**config.mk**
```make
export PLATFORM = sky130hd
export DESIGN_NAME = dma_irq_aggregator
export DESIGN_NICKNAME = d
export VERILOG_FILES = /design/src/rtl/dma_irq_pkg.sv /design/src/rtl/irq_reg_decode.sv /design/src/rtl/irq_chan_slot.sv /design/src/rtl/irq_combiner.sv /design/src/rtl/dma_irq_aggregator.sv
export SDC_FILE = /design/constraint.sdc
export NUM_CORES = 1
export LEC_CHECK = 0
export BUFFER_PORTS_ARGS = -buffer_cell sky130_fd_sc_hd__buf_2
export CAP_MARGIN = 15
export CELL_PAD_IN_SITES_DETAIL_PLACEMENT = 0
export CELL_PAD_IN_SITES_GLOBAL_PLACEMENT = 2
export CORE_MARGIN = 3
export CORE_UTILIZATION = 24
export DETAILED_ROUTE_END_ITERATION = 10
export HOLD_SLACK_MARGIN = 0.08
export MAX_ROUTING_LAYER = met4
export PLACE_DENSITY = 0.81
export SLEW_MARGIN = 5
export SYNTH_ARGS = -nofsm -noshare
export SYNTH_HDL_FRONTEND = slang
export SYNTH_SLANG_ARGS = --single-unit
```
**constraint.sdc**
```tcl
create_clock -name clk -period 1.9 [get_ports clk]
set_clock_uncertainty 0.2 [all_clocks]
set_input_delay 0.095 -clock clk [delete_from_list [all_inputs] [get_ports clk]]
set_output_delay 0.095 -clock clk [all_outputs]
set_load 0.01 [all_outputs]
```
**src/rtl/dma_irq_pkg.sv**
```systemverilog
package dma_irq_pkg;
  localparam int MAX_CH     = 16;
  localparam int SLOT_W     = 4;
  localparam int EVT_PER_CH = 3;
  localparam int CH_PER_REG = 8;
  localparam int REG_W      = 32;
  localparam int SPACE_W    = MAX_CH * SLOT_W;

  // Byte offsets decoded by software; bit positions follow the slot layout
  localparam logic [7:0] OFF_EN_LO = 8'h00;
  localparam logic [7:0] OFF_EN_HI = 8'h04;
  localparam logic [7:0] OFF_PD_LO = 8'h10;
  localparam logic [7:0] OFF_PD_HI = 8'h14;

  typedef struct packed {
    logic en_lo;
    logic en_hi;
    logic pd_lo;
    logic pd_hi;
  } reg_sel_t;
endpackage

```
**src/rtl/irq_reg_decode.sv**
```systemverilog
module irq_reg_decode import dma_irq_pkg::*; #(
  parameter int ADDR_W = 8
) (
  input  logic [ADDR_W-1:0] addr,
  output reg_sel_t          sel
);
  always_comb begin
    sel.en_lo = (addr == ADDR_W'(OFF_EN_LO));
    sel.en_hi = (addr == ADDR_W'(OFF_EN_HI));
    sel.pd_lo = (addr == ADDR_W'(OFF_PD_LO));
    sel.pd_hi = (addr == ADDR_W'(OFF_PD_HI));
  end
endmodule

```
**src/rtl/irq_chan_slot.sv**
```systemverilog
module irq_chan_slot import dma_irq_pkg::*; (
  input  logic                  clk,
  input  logic                  rst,
  input  logic                  en_we,
  input  logic                  w1c_we,
  input  logic [EVT_PER_CH-1:0] wfield,
  input  logic [EVT_PER_CH-1:0] evt,
  output logic [EVT_PER_CH-1:0] en,
  output logic [EVT_PER_CH-1:0] pend
);
  logic [EVT_PER_CH-1:0] clr_mask;

  assign clr_mask = w1c_we ? wfield : '0;

  always_ff @(posedge clk) begin
    if (rst) begin
      en   <= '0;
      pend <= '0;
    end else begin
      if (en_we) en <= wfield;
      pend <= (pend & ~clr_mask) | evt;
    end
  end

  AST_EN_RESET: assert property (@(posedge clk) disable iff (rst)
    $past(rst) |-> (en == '0));

  for (genvar k = 0; k < EVT_PER_CH; k++) begin : g_chk
    AST_EVT_SETS: assert property (@(posedge clk) disable iff (rst)
      evt[k] |=> pend[k]);
    AST_W1C_CLEARS: assert property (@(posedge clk) disable iff (rst)
      (w1c_we && wfield[k] && !evt[k]) |=> !pend[k]);
    AST_PEND_HOLDS: assert property (@(posedge clk) disable iff (rst)
      (!evt[k] && !(w1c_we && wfield[k])) |=> $stable(pend[k]));
  end
endmodule

```
**src/rtl/irq_combiner.sv**
```systemverilog
module irq_combiner #(
  parameter int W = 64
) (
  input  logic         clk,
  input  logic         rst,
  input  logic [W-1:0] pend_vec,
  input  logic [W-1:0] en_vec,
  output logic         irq,
  output logic [W-1:0] masked
);
  logic [W-1:0] live;

  assign live = pend_vec & en_vec;

  always_ff @(posedge clk) begin
    if (rst) begin
      irq    <= 1'b0;
      masked <= '0;
    end else begin
      irq    <= |live;
      masked <= live;
    end
  end

  AST_IRQ_RAISE: assert property (@(posedge clk) disable iff (rst)
    (|(pend_vec & en_vec)) |=> irq);
  AST_IRQ_DROP: assert property (@(posedge clk) disable iff (rst)
    !(|(pend_vec & en_vec)) |=> !irq);
  AST_MASK_SUBSET: assert property (@(posedge clk) disable iff (rst)
    1'b1 |=> ((masked & ~$past(pend_vec)) == '0));
endmodule

```
**src/rtl/dma_irq_aggregator.sv**
```systemverilog
module dma_irq_aggregator import dma_irq_pkg::*; #(
  parameter int NUM_CH = 16,
  parameter int ADDR_W = 8
) (
  input  logic               clk,
  input  logic               rst,
  input  logic               reg_wr,
  input  logic               reg_rd,
  input  logic [ADDR_W-1:0]  reg_addr,
  input  logic [REG_W-1:0]   reg_wdata,
  output logic [REG_W-1:0]   reg_rdata,
  input  logic [NUM_CH-1:0]  evt_half,
  input  logic [NUM_CH-1:0]  evt_pkg,
  input  logic [NUM_CH-1:0]  evt_queue,
  output logic               irq,
  output logic [SPACE_W-1:0] raw_pend,
  output logic [SPACE_W-1:0] masked_pend
);
  localparam int LO_BITS = CH_PER_REG * SLOT_W;

  reg_sel_t           sel;
  logic [SPACE_W-1:0] en_space;
  logic [SPACE_W-1:0] pd_space;
  logic               unused_wbits;

  assign unused_wbits = ^reg_wdata;

  irq_reg_decode #(.ADDR_W(ADDR_W)) u_dec (
    .addr (reg_addr),
    .sel  (sel)
  );

  for (genvar c = 0; c < MAX_CH; c++) begin : g_slot
    localparam int LANE = (c % CH_PER_REG) * SLOT_W;
    localparam bit HI   = (c >= CH_PER_REG);
    if (c < NUM_CH) begin : g_live
      logic [EVT_PER_CH-1:0] en_b, pd_b;
      logic en_we, w1c_we;
      assign en_we  = reg_wr && (HI ? sel.en_hi : sel.en_lo);
      assign w1c_we = reg_wr && (HI ? sel.pd_hi : sel.pd_lo);
      irq_chan_slot u_slot (
        .clk    (clk),
        .rst    (rst),
        .en_we  (en_we),
        .w1c_we (w1c_we),
        .wfield (reg_wdata[LANE +: EVT_PER_CH]),
        .evt    ({evt_queue[c], evt_pkg[c], evt_half[c]}),
        .en     (en_b),
        .pend   (pd_b)
      );
      assign en_space[c*SLOT_W +: SLOT_W] = {1'b0, en_b};
      assign pd_space[c*SLOT_W +: SLOT_W] = {1'b0, pd_b};
    end else begin : g_absent
      assign en_space[c*SLOT_W +: SLOT_W] = '0;
      assign pd_space[c*SLOT_W +: SLOT_W] = '0;
    end
  end

  irq_combiner #(.W(SPACE_W)) u_comb (
    .clk      (clk),
    .rst      (rst),
    .pend_vec (pd_space),
    .en_vec   (en_space),
    .irq      (irq),
    .masked   (masked_pend)
  );

  assign raw_pend = pd_space;

  always_ff @(posedge clk) begin
    if (rst) begin
      reg_rdata <= '0;
    end else if (reg_rd) begin
      unique case (1'b1)
        sel.en_lo: reg_rdata <= en_space[LO_BITS-1:0];
        sel.en_hi: reg_rdata <= en_space[SPACE_W-1:LO_BITS];
        sel.pd_lo: reg_rdata <= pd_space[LO_BITS-1:0];
        sel.pd_hi: reg_rdata <= pd_space[SPACE_W-1:LO_BITS];
        default:   reg_rdata <= '0;
      endcase
    end
  end

  AST_UNMAPPED_READ: assert property (@(posedge clk) disable iff (rst)
    (reg_rd && (sel == '0)) |=> (reg_rdata == '0));
  AST_READ_KEEPS_PEND: assert property (@(posedge clk) disable iff (rst)
    (reg_rd && !reg_wr && (evt_half == '0) && (evt_pkg == '0) && (evt_queue == '0))
      |=> $stable(raw_pend));
endmodule

```
## Yosys cells after proc, flatten, opt, wreduce, memory -nomap -nowiden

Index checks and enable logic that the tools add are counted.
W data, S select, Z words.

| word-level totals | value |
|---|---|
| register bits | 193 |
| input bits | 92 |
| output and inout port bits | 161 |
| word-level logic and storage cells | 110 |

| cells by class | value |
|---|---|
| equality and inequality tests | 3 |
| mux-type cells | 17 |
| bitwise operators | 49 |
| reduce and logical (&&, ||, !) cells | 6 |

Operator list:

| kind | count |
|---|---|
| $pmux W31 S4 | 1 |
| $reduce_or A64 Y1 | 1 |
| $and A63 B63 Y63 | 1 |
| $and A3 B3 Y3 | 16 |
| $mux W3 | 16 |
| $not A3 Y3 | 16 |
| $or A3 B3 Y3 | 16 |
| $eq A8 B5 Y1 const B | 2 |
| $eq A8 B3 Y1 const B | 1 |
| $logic_not A8 Y1 | 1 |
| $logic_and A1 B1 Y1 | 4 |

## Logic depth before layout (Yosys ltp)

Gate-level depths: netlist (run 1).

| depth | value |
|---|---|
| depth after elaboration | 6 |
| depth in mapped cells | 7 |
| mapped depth without buffers | 5 |

## Hierarchy

A second synthesis (run 1) with hierarchy kept.

| unflattened totals | value |
|---|---|
| cells, all modules | 734 |
| area, all modules | 6917.9 µm² |

By module, submodules not included:

| module | times used | cells each | area each (µm²) | sequential area each (µm²) |
|---|---|---|---|---|
| irq_chan_slot | 16 | 21 | 210.2 | 120.1 |
| irq_combiner | 1 | 224 | 1971.9 | 1301.2 |
| dma_irq_aggregator | 1 | 168 | 1531.5 | 480.5 |
| irq_reg_decode | 1 | 6 | 51.3 | 0.0 |

## Worst setup path after synthesis (run 1)

OpenSTA, ideal clock, no wires.

| timing | value |
|---|---|
| path kind | input port to flip-flop |
| start point | input reg_addr[1] |
| end point | register g_slot[0].g_live.u_slot.en[0] |
| setup time | 0.132 ns |
| arrival | 1.466 ns |
| required time | 1.568 ns |
| path slack | 0.101 ns |
| cell stages on the path | 6 |
| path buffers | 1 |
| cell sequence | or4_4 nor4_2 nand2_1 clkbuf_1 nand2_1 a21oi_1 |

| on the way | value |
|---|---|
| longest elaborated chain between the ends | 2 |

Ends and longest elaborated chain:

| element | line | source |
|---|---|---|
| start, declared | dma_irq_aggregator.sv:9 | `input logic [ADDR_W-1:0] reg_addr,` |
| $logic_not A8 Y1 | irq_reg_decode.sv:8 | `sel.en_lo = (addr == ADDR_W'(OFF_EN_LO));` |
| $logic_and A1 B1 Y1 | dma_irq_aggregator.sv:39 | `assign en_we = reg_wr && (HI ? sel.en_hi : sel.en_lo);` |
| end signal, assigned | irq_chan_slot.sv:20 | `if (en_we) en <= wfield;` |
| end, declared | irq_chan_slot.sv:8 | `output logic [EVT_PER_CH-1:0] en,` |

Every way passes these cells.
A chain may end at the register's enable or synchronous reset.

## Worst setup path after layout (run 1)

| timing | value |
|---|---|
| start point | input reg_addr[1] |
| end point | register g_slot[11].g_live.u_slot.pend[0] |

| on the way | value |
|---|---|
| longest elaborated chain between the ends | 6 |

Ends and longest elaborated chain:

| element | line | source |
|---|---|---|
| $eq A8 B5 Y1 | irq_reg_decode.sv:11 | `sel.pd_hi = (addr == ADDR_W'(OFF_PD_HI));` |
| $logic_and A1 B1 Y1 | dma_irq_aggregator.sv:40 | `assign w1c_we = reg_wr && (HI ? sel.pd_hi : sel.pd_lo);` |
| $mux W3 | irq_chan_slot.sv:13 | `assign clr_mask = w1c_we ? wfield : '0;` |
| $not A3 Y3 | irq_chan_slot.sv:21 | `pend <= (pend & ~clr_mask) \| evt;` |
| $and A3 B3 Y3 | irq_chan_slot.sv:21 |  |
| $or A3 B3 Y3 | irq_chan_slot.sv:21 |  |
| end signal, assigned | irq_chan_slot.sv:21 |  |
| end, declared | irq_chan_slot.sv:9 | `output logic [EVT_PER_CH-1:0] pend` |

Every way passes these cells.

==> impl_metrics.tcl, run 1 <==
set metrics [dict create \
    fp-row-count 59 \
    die_h_um 169 \
    reg2reg_setup_slack_ns 0.28 \
    cp-start-kind "input port" \
    hold_ws_ns 0.112 \
    nets 1191 \
    io_pins 253 \
    first_global_vias 6302 \
    place_congestion 0.765 \
    antenna_found_initial 0 \
    wl_per_cell_um 17.5 \
    maxCapViolations 0 \
    seq_power_share 0.468 \
    sw_frac_of_total 0.249 \
    avgSynthCellArea_um2 8.30 \
    p_switching_uw 1970 \
    insertedDiodeCount 0 \
    wirelength_um 25400 \
    ant_nets 0 \
    worstPathArrival_ns 1.93 \
    clkSinkCount 169 \
    post_drt_via_cell_ratio 4.60 \
    root_buffer "clkbuf_16" \
    grt_pass1_wl_um 37200 \
    worstHoldEndpoint "g_slot[7].g_live.u_slot.en[1]" \
    crit_buf_inv 4 \
    final_common_cell "buf_2" \
    finalNonFillerCells 1447 \
    r2r_end "u_comb.irq" \
    insertion_delay_ns 0.42 \
    grt_overflow 0 \
    setup_viol 0 \
    cp_max_fo 16 \
    synth_warnings 0 \
    core_mm2 0.0261 \
    period_share 0.961 \
    period_minus_slack_ns 1.83 \
    outcome "complete, no violations" \
    path_depth 9 \
    p_leak_uw 0.00416 \
    nFillCells 2738 \
    hold_path.class "in2reg" \
    comb_power_share 0.090 \
    crit_slowest_cell "dlygate4sd3_1" \
    ys_seq_area_frac 0.528 \
    cts_tree "yes" \
    critical_path_class "in2reg" \
    min_from "reg_addr[4]" \
    slowest_delay_ns 0.56 \
    ir_drop_mv 0.553 \
    place_hpwl_um 16700 \
    critPathCaptureType "register" \
    worst_path_dominant_cell_family "buffers and inverters" \
    slew_viol_final 0 \
    synth.distinct_cells 25 \
    timing.fmax_ghz 0.547 \
    holdPathStages 5 \
    htreeDepth 4 \
    rr_worst_depth 4 \
    grt_start_max_net_pins 81 \
    gr-usage-all-layers 0.174 \
    power.density_mw_per_mm2 810 \
    required_ns 2.01 \
    place_inst 1288 \
    syn_area_mm2 0.00641 \
    syn_to_final_growth_pct 52.5 \
    die_w_um 169 \
    power_frac_clock 0.442 \
    start_util 0.245 \
    synth_cells 773 \
    final_cell_mix "buf_2 (203), dfxtp_1 (169), nand2_1 (146)" \
    clock_path_buffers 2 \
    io_buffer_count 204 \
    drive_gt1_frac 0.255 \
    cts_made_buffers 17 \
    p_int_uw 5950 \
    num_vias 6652 \
    synth-seq-cells 169 \
    firstDrtPassIters 5 \
    timing.rr.start "g_slot[4].g_live.u_slot.pend[2]" \
    clkTransAtPathRegs_ns 0.07 \
    hold_viol 0 \
    dieArea_mm2 0.0287 \
    crit_path_cell_trace "buf_2 -> nor4_2 -> buf_4 -> and4_4 -> buf_12 -> nand3_1 -> a21oi_2 -> dlygate4sd3_1 -> nor2_1" \
    route.detailed.drc 0 \
    drt_iter0_markers 485 \
]
## sequential cells by signal, indices dropped and copies added, names as in the netlist
signal / flops
u_comb.masked: 48
u_comb.irq: 1
reg_rdata: 24
g_slot.g_live.u_slot.en: 48
g_slot.g_live.u_slot.pend: 48
## synthesized netlist by cell type (all sizes together)
cell	count	share of area
a21oi	96	0.075
a221oi	24	0.033
a22o	24	0.033
a31oi	1	0.00098
and3	1	0.00098
and4	1	0.0014
buf	58	0.062
clkbuf	34	0.020
conb	1	0.00058
dfxtp	169	0.53
nand2	146	0.085
nand3	73	0.057
nand4	12	0.012
nand4b	1	0.0014
nor2	99	0.058
nor4	5	0.0059
nor4b	2	0.0051
o21ai	24	0.019
or2	1	0.00098
or4	1	0.0018
## worst reg2reg max path, stage by stage, from the launching register on
cell and delay (ns):
dfxtp_1 0.35, nand2_1 0.20, nand4_1 0.21, nor4_1 0.40
a31oi_1 0.13
## cells by family after synthesis
family / after synthesis / synth area share
other: 1 / 0.000585
buffers and inverters: 92 / 0.0821
AO/OA/AOI/OAI: 169 / 0.160
AND/OR/NAND/NOR: 342 / 0.229
flip-flops: 169 / 0.528
## per-layer routing
layer | up-vias | global-route usage | part of all wire
met2 | 223 | 0.278 | 0.48
met3 | 20 | 0.0319 | 0.053
li1 | 3234 | - | -
met5 | - | - | 0
met1 | 3175 | 0.226 | 0.45
met4 | 0 | 0.0526 | 0.020
## what timing repair did
item / 4_1_cts / 5_1_grt
setup endpoints to repair: 0 / 24
gates resized for setup: 0 / 8
hold buffers: 120 / 0
endpoints found under the hold margin: 137 / 0
buffers inserted: 0 / 4
## worst max path at each step
stage	end	slack, ns	from
after floorplan	g_slot[0].g_live.u_slot.en[0]	0.10	reg_addr[1]
after global placement	reg_rdata[14]	-0.21	reg_addr[1]
after detailed placement	reg_rdata[6]	-0.25	reg_addr[1]
after CTS	g_slot[9].g_live.u_slot.pend[0]	0.01	reg_addr[1]
after global routing	g_slot[13].g_live.u_slot.pend[0]	-0.009	reg_addr[1]
final	g_slot[11].g_live.u_slot.pend[0]	0.07	reg_addr[1]
## power by group through the flow
stage | clock, uW | combinational, uW | sequential [uW]
after global placement | 0 | 475 | 3790
final | 3500 | 712 | 3710
after floorplan | 0 | 239 | 3790
after global routing | 3770 | 773 | 3720
after detailed placement | 0 | 474 | 3790
after CTS | 3620 | 694 | 3700
## cell type report
| cell class | instances | area, um2 | area share |
|---|---|---|---|
| sequential | 169 | 3380 | 0.346 |
| tap | 335 | 419 | 0.0429 |
| clock buffer | 17 | 425 | 0.0435 |
| multi-input combinational | 551 | 2690 | 0.275 |
| clock inverter | 15 | 168 | 0.0171 |
| timing repair buffer | 360 | 2690 | 0.275 |
## per-stage QoR
step	area (um2)	setup TNS, ns	setup slack, ns	total power (uW)	utilization
floorplan	6560	0	0.101	4030	-
finish	9780	0	0.0734	7920	0.374
global route	9780	-0.0134	-0.00938	8260	0.374
global placement	7840	-8.19	-0.208	4260	0.300
detailed placement	7840	-9.60	-0.246	4260	0.300
CTS	9640	0	0.0138	8010	0.369
Power figures use the tool's default switching activity.
==> run 2, diff against run 1 <==
Settings changed: CORE_ASPECT_RATIO set to 0.8.
==> run 2 against run 1 <==
Net effect: sequential share of layout area down 0.21 points; fmax down 0.14%; combinational power up 1%; worst hold slack worse by 0.084 ns; register-to-register slack better by 0.07 ns; final area up 0.60%; final cell count up 1.2%; clock-buffer cell count up 2; clock power about the same; flip-flop and latch count unchanged; largest power group unchanged.
==> impl_metrics.tcl, run 2 (same netlist as run 1, synthesis figures left out) <==
set metrics [dict create \
    outcome "complete, no violations" \
    root_buffer "clkbuf_16" \
    first_global_vias 6639 \
    place_inst 1303 \
    seq_area_mm2 0.00338 \
    min_from "reg_wr" \
    comb_power_share 0.091 \
    drive_gt1_frac 0.254 \
    start_util 0.249 \
    core_mm2 0.0258 \
    cp_max_fo 13 \
    clock_path_buffers 2 \
    wirelength_um 25600 \
    io_pins 253 \
    final_cell_mix "buf_2 (203), dfxtp_1 (169), nand2_1 (146)" \
    crit_start "reg_addr[1]" \
    sw_frac_of_total 0.249 \
    p_int_uw 5970 \
    ir_drop_mv 0.597 \
    place_hpwl_um 17200 \
    period_minus_slack_ns 1.83 \
    nets 1193 \
    drt_iter0_markers 459 \
    required_ns 2.01 \
    critPathCaptureType "register" \
    cts_tree "yes" \
    period_share 0.963 \
    finalNonFillerCells 1465 \
    htreeDepth 4 \
    worstPathArrival_ns 1.94 \
    final_core_util 0.382 \
    clkSinkCount 169 \
    io_buffer_count 204 \
    place_congestion 0.780 \
    finalSetupTns_ns 0 \
    nFillCells 2673 \
    die_h_um 152 \
    hold_path.class "in2reg" \
    cts_made_buffers 17 \
    gr-usage-all-layers 0.177 \
    clkTransAtPathRegs_ns 0.07 \
    cp-start-kind "input port" \
    insertedDiodeCount 0 \
    timing.fmax_ghz 0.547 \
    p_leak_uw 0.00414 \
    maxCapViolations 0 \
    syn_to_final_growth_pct 53.4 \
    hold_viol 0 \
    antenna_found_initial 0 \
    num_vias 6695 \
    wl_per_cell_um 17.5 \
    fp-row-count 52 \
    grt_overflow 0 \
    route.detailed.drc 0 \
    power.density_mw_per_mm2 808 \
    rsz0062_at_grt "false" \
    hold_buffers 125 \
    multiInputGateArea_mm2 0.00269 \
    reg_top3 "g_slot.g_live.u_slot.en x48, g_slot.g_live.u_slot.pend x48, u_comb.masked x48" \
    insertion_delay_ns 0.44 \
    seq_power_share 0.466 \
    grt_start_max_net_pins 75 \
    firstDrtPassIters 5 \
    setup_viol 0 \
    ant_nets 0 \
    power_frac_clock 0.443 \
    grt_pass1_wl_um 38500 \
    slew_viol_final 0 \
    critical_path_class "in2reg" \
    post_drt_via_cell_ratio 4.57 \
    hold_ws_ns 0.0282 \
    timing.rr.start "g_slot[4].g_live.u_slot.en[2]" \
    die_w_um 189 \
    final_common_cell "buf_2" \
    p_switching_uw 1980 \
    dieArea_mm2 0.0287 \
]
[run 2: changes by cell type in the layout (fill, tap and decap cells not counted), sizes merged]
cell / change
buf: -2
clkinv: -4
dlymetal6s4s: -1
clkinvlp: +3
inv: -1
dlygate4sd3: +6
clkbuf: +1
[run 2: critical path, cell delays in order]
cell and delay, ns:
buf_2 0.11, nor4_2 0.26, buf_4 0.16, and4_4 0.28
buf_12 0.16, nand3_1 0.10, a21oi_2 0.15, dlygate4sd3_1 0.57
nor2_1 0.04
[run 2: final cells by class]
cell class / instances / area share
Clock inverter: 13 / 0.0148
Timing Repair Buffer: 362 / 0.278
Clock buffer: 19 / 0.0450
Tap cell: 351 / 0.0447
Multi-Input combinational cell: 551 / 0.274
Sequential cell: 169 / 0.344
[run 2: worst paths after layout]
path,endpoint,slack (ns),cells past startpoint
max,g_slot[9].g_live.u_slot.pend[0],0.07,9
min,g_slot[0].g_live.u_slot.en[1],0.03,4
max reg2reg,u_comb.irq,0.35,4
min reg2reg,reg_rdata[29],0.25,2
[run 2: per-stage QoR]
step / instance area [um2] / worst slack, ns / total power, uW
floorplan: 6560 / 0.101 / 4030
global placement: 7900 / -0.134 / 4270
detailed placement: 7900 / -0.141 / 4270
CTS: 9730 / 0.0288 / 8020
global route: 9840 / 0.000277 / 8230
finish: 9840 / 0.0709 / 7950
[run 2: timing repair]
| item | CTS | global route |
|---|---|---|
| setup endpoints to repair | 0 | 58 |
| gates resized for setup | 0 | 9 |
| buffers inserted | 0 | 4 |
| hold endpoints to repair | 135 | 20 |
[run 2: layer usage]
layer / part of all wire / track usage
met3: 0.060 / 0.0430
met5: 0 / -
met1: 0.47 / 0.230
met4: 0.0094 / 0.0379
met2: 0.46 / 0.281
[run 2: power groups by stage]
stage / registers, uW / logic [uW] / clock network [uW]
6_report: 3710 / 722 / 3520
2_1_floorplan: 3790 / 239 / 0
3_5_place_dp: 3780 / 483 / 0
5_1_grt: 3710 / 782 / 3740
4_1_cts: 3700 / 704 / 3610
3_3_place_gp: 3780 / 482 / 0
==> run 3, diff against run 2 <==
Settings changed: ABC_AREA set to 1, PLACE_DENSITY 0.81 to 0.82.
==> run 3 against run 2 <==
Net effect: clock power is 3% lower; sequential power hardly changed; total power is 0.75% lower; area after synthesis is 6.6% higher; critical path type unchanged; highest routed layer unchanged.
==> impl_metrics.tcl, run 3 <==
set metrics [dict create \
    gr-usage-all-layers 0.166 \
    critPathCaptureType "register" \
    reg_top3 "g_slot.g_live.u_slot.en x48, g_slot.g_live.u_slot.pend x48, u_comb.masked x48" \
    yosys.cell_count.top_type "dfxtp_1" \
    grt_overflow 0 \
    final_core_util 0.363 \
    cts_tree "yes" \
    drt_iter0_markers 286 \
    fp-row-count 54 \
    timing.fmax_ghz 0.541 \
    post_drt_via_cell_ratio 4.35 \
    synth_top_family_by_area "simple AND/OR/NAND/NOR gates" \
    worstPathArrival_ns 1.96 \
    hold_path.class "in2reg" \
    totalPowerFinal_uw 7890 \
    synth_warnings 0 \
    postSynth.asyncResetShare 0 \
    io_buffer_count 204 \
    die_w_um 195 \
    synth-main-ff-cell "dfxtp_1" \
    wirelength_um 25500 \
    clock_path_buffers 2 \
    crit_path_cell_trace "dlygate4sd3_1 -> buf_2 -> nand3_1 -> buf_8 -> o21ai_0 -> a21oi_1 -> dlygate4sd3_1" \
    final_common_cell "buf_2" \
    drive_gt1_frac 0.216 \
    synth_edf_count 0 \
    antenna_found_initial 0 \
    synth_fa_ha_area_frac 0 \
    insertion_delay_ns 0.43 \
    postLayoutCellArea_mm2 0.0100 \
    synth_common_cells "dfxtp_1 (169), nand2_1 (162), a21oi_1 (120)" \
    route.detailed.drc 0 \
    ys_seq_area_frac 0.495 \
    yosysTopAreaCell "dfxtp_1" \
    preCtsSetupSlack_ns 0.374 \
    p_switching_uw 2060 \
    ant_nets 0 \
    final_cell_mix "buf_2 (203), dfxtp_1 (169), nand2_1 (162)" \
    seq_area_mm2 0.00338 \
    hold_viol 0 \
    tightest_slew_ns 0.647 \
    firstDrtPassIters 4 \
    synth_mux_area_frac 0 \
    root_buffer "clkbuf_16" \
    ir_drop_mv 0.587 \
    period_minus_slack_ns 1.85 \
    outcome "complete, no violations" \
    avgSynthCellArea_um2 7.57 \
    synth_area_leaders "dfxtp_1 (50%), nand2_1 (8.9%), a21oi_1 (8.8%)" \
    power_frac_clock 0.435 \
    synth_simple_gate_area_frac 0.193 \
    maxCapViolations 0 \
    p_leak_uw 0.00496 \
    nets 1319 \
    postPlaceCellArea_mm2 0.00810 \
    setup_viol 0 \
    die_h_um 157 \
    cts_made_buffers 17 \
    synth.distinct_cells 21 \
    htreeDepth 4 \
    period_share 0.973 \
    synthXorXnorAreaFrac 0 \
    power.density_mw_per_mm2 786 \
    nFillCells 2885 \
    start_util 0.247 \
    clkSinkCount 169 \
    first_global_vias 6783 \
    place_congestion 0.774 \
    critical_path_class "in2reg" \
    syn_area_mm2 0.00683 \
    slew_headroom 0.569 \
    rsz0062_at_grt "true" \
    cp_max_fo 24 \
    multiInputGateArea_mm2 0.00268 \
    grt_pass1_wl_um 38300 \
    clkTransAtPathRegs_ns 0.07 \
    syn_to_final_growth_pct 46.7 \
    synth_compound_area_frac 0.176 \
    crit_slowest_cell "dlygate4sd3_1" \
    io_pins 253 \
    dieArea_mm2 0.0305 \
    required_ns 2.01 \
    cp-start-kind "input port" \
    num_vias 6974 \
    synth_cells 903 \
    seq_power_share 0.469 \
    grt_start_max_net_pins 65 \
    synth-seq-cells 169 \
    sw_frac_of_total 0.262 \
    slew_viol_final 0 \
    comb_power_share 0.096 \
    crit_top_cell "dlygate4sd3_1" \
    wl_per_cell_um 15.9 \
    core_mm2 0.0276 \
    insertedDiodeCount 0 \
    setup_ws_ns 0.0515 \
    synth_top_area_share 0.495 \
    place_hpwl_um 16600 \
    p_int_uw 5820 \
    slowest_delay_ns 0.57 \
]
## run 3: cell types whose count changed after synthesis, moves of 6 or more
cell      change
a221oi_1     -24
o21ai_0      +91
nand2_1      +16
inv_1        +85
nor2_1       -40
buf_4         +6
clkbuf_1     -11
a21oi_1      +24
a22o_1       -24
## run 3: critical path, delay by kind of cell
family | cells | cell delay [ns]
simple gates | 1 | 0.11
compound gates | 2 | 0.29
buf+inv | 4 | 1.44
## run 3: cells by family (layout without fill, tap and decap cells)
logic type	Yosys count	in the layout
AOI/OAI and AO/OA	240	240
buffers and inverters	181	479
DFF	169	169
other	1	40
and+or+nand+nor	312	312
## run 3: metrics by stage
step                TNS [ns]  cells  hold WS, ns
finish                     0   1604       0.0917
CTS                        0   1602       0.0856
global placement           0   1438        0.136
floorplan                  0    942       0.0290
global route         -0.0627   1604        0.114
detailed placement         0   1438        0.138
## run 3: final timing paths
check / to / slack, ns / cells past startpoint / from
max: g_slot[4].g_live.u_slot.pend[2] / 0.05 / 7 / reg_wr
min: u_comb.masked[28] / 0.09 / 3 / rst
max reg2reg: g_slot[9].g_live.u_slot.pend[1] / 0.36 / 4 / g_slot[9].g_live.u_slot.pend[1]
min reg2reg: reg_rdata[0] / 0.26 / 2 / reg_rdata[0]
## run 3: cell type report
| class | instances | share of cell area |
|---|---|---|
| timing repair buffer | 358 | 0.261 |
| multi-input combinational | 592 | 0.267 |
| inverter | 89 | 0.0333 |
| sequential | 169 | 0.337 |
| clock inverter | 15 | 0.0140 |
| tap | 364 | 0.0454 |
| clock buffer | 17 | 0.0424 |
## run 3: power groups by stage
stage | combinational (uW) | clock (uW) | sequential (uW)
3_5_place_dp | 533 | 0 | 3780
6_report | 753 | 3430 | 3700
3_3_place_gp | 531 | 0 | 3780
2_1_floorplan | 297 | 0 | 3790
4_1_cts | 749 | 3540 | 3700
5_1_grt | 825 | 3690 | 3710
## run 3: repair_timing
| action | in CTS | in global routing |
|---|---|---|
| hold buffers | 132 | 0 |
| setup endpoints to repair | 0 | 38 |
| buffers inserted | 0 | 1 |
| resized for setup | 0 | 5 |
| hold endpoints to repair | 148 | 0 |
## run 3: metal layers
layer,up-vias,global-route usage,part of all wire
met3,17,0.0377,0.057
met4,0,0.0407,0.0089
met1,3252,0.222,0.49
li1,3507,-,-
met2,198,0.255,0.44
met5,-,-,0
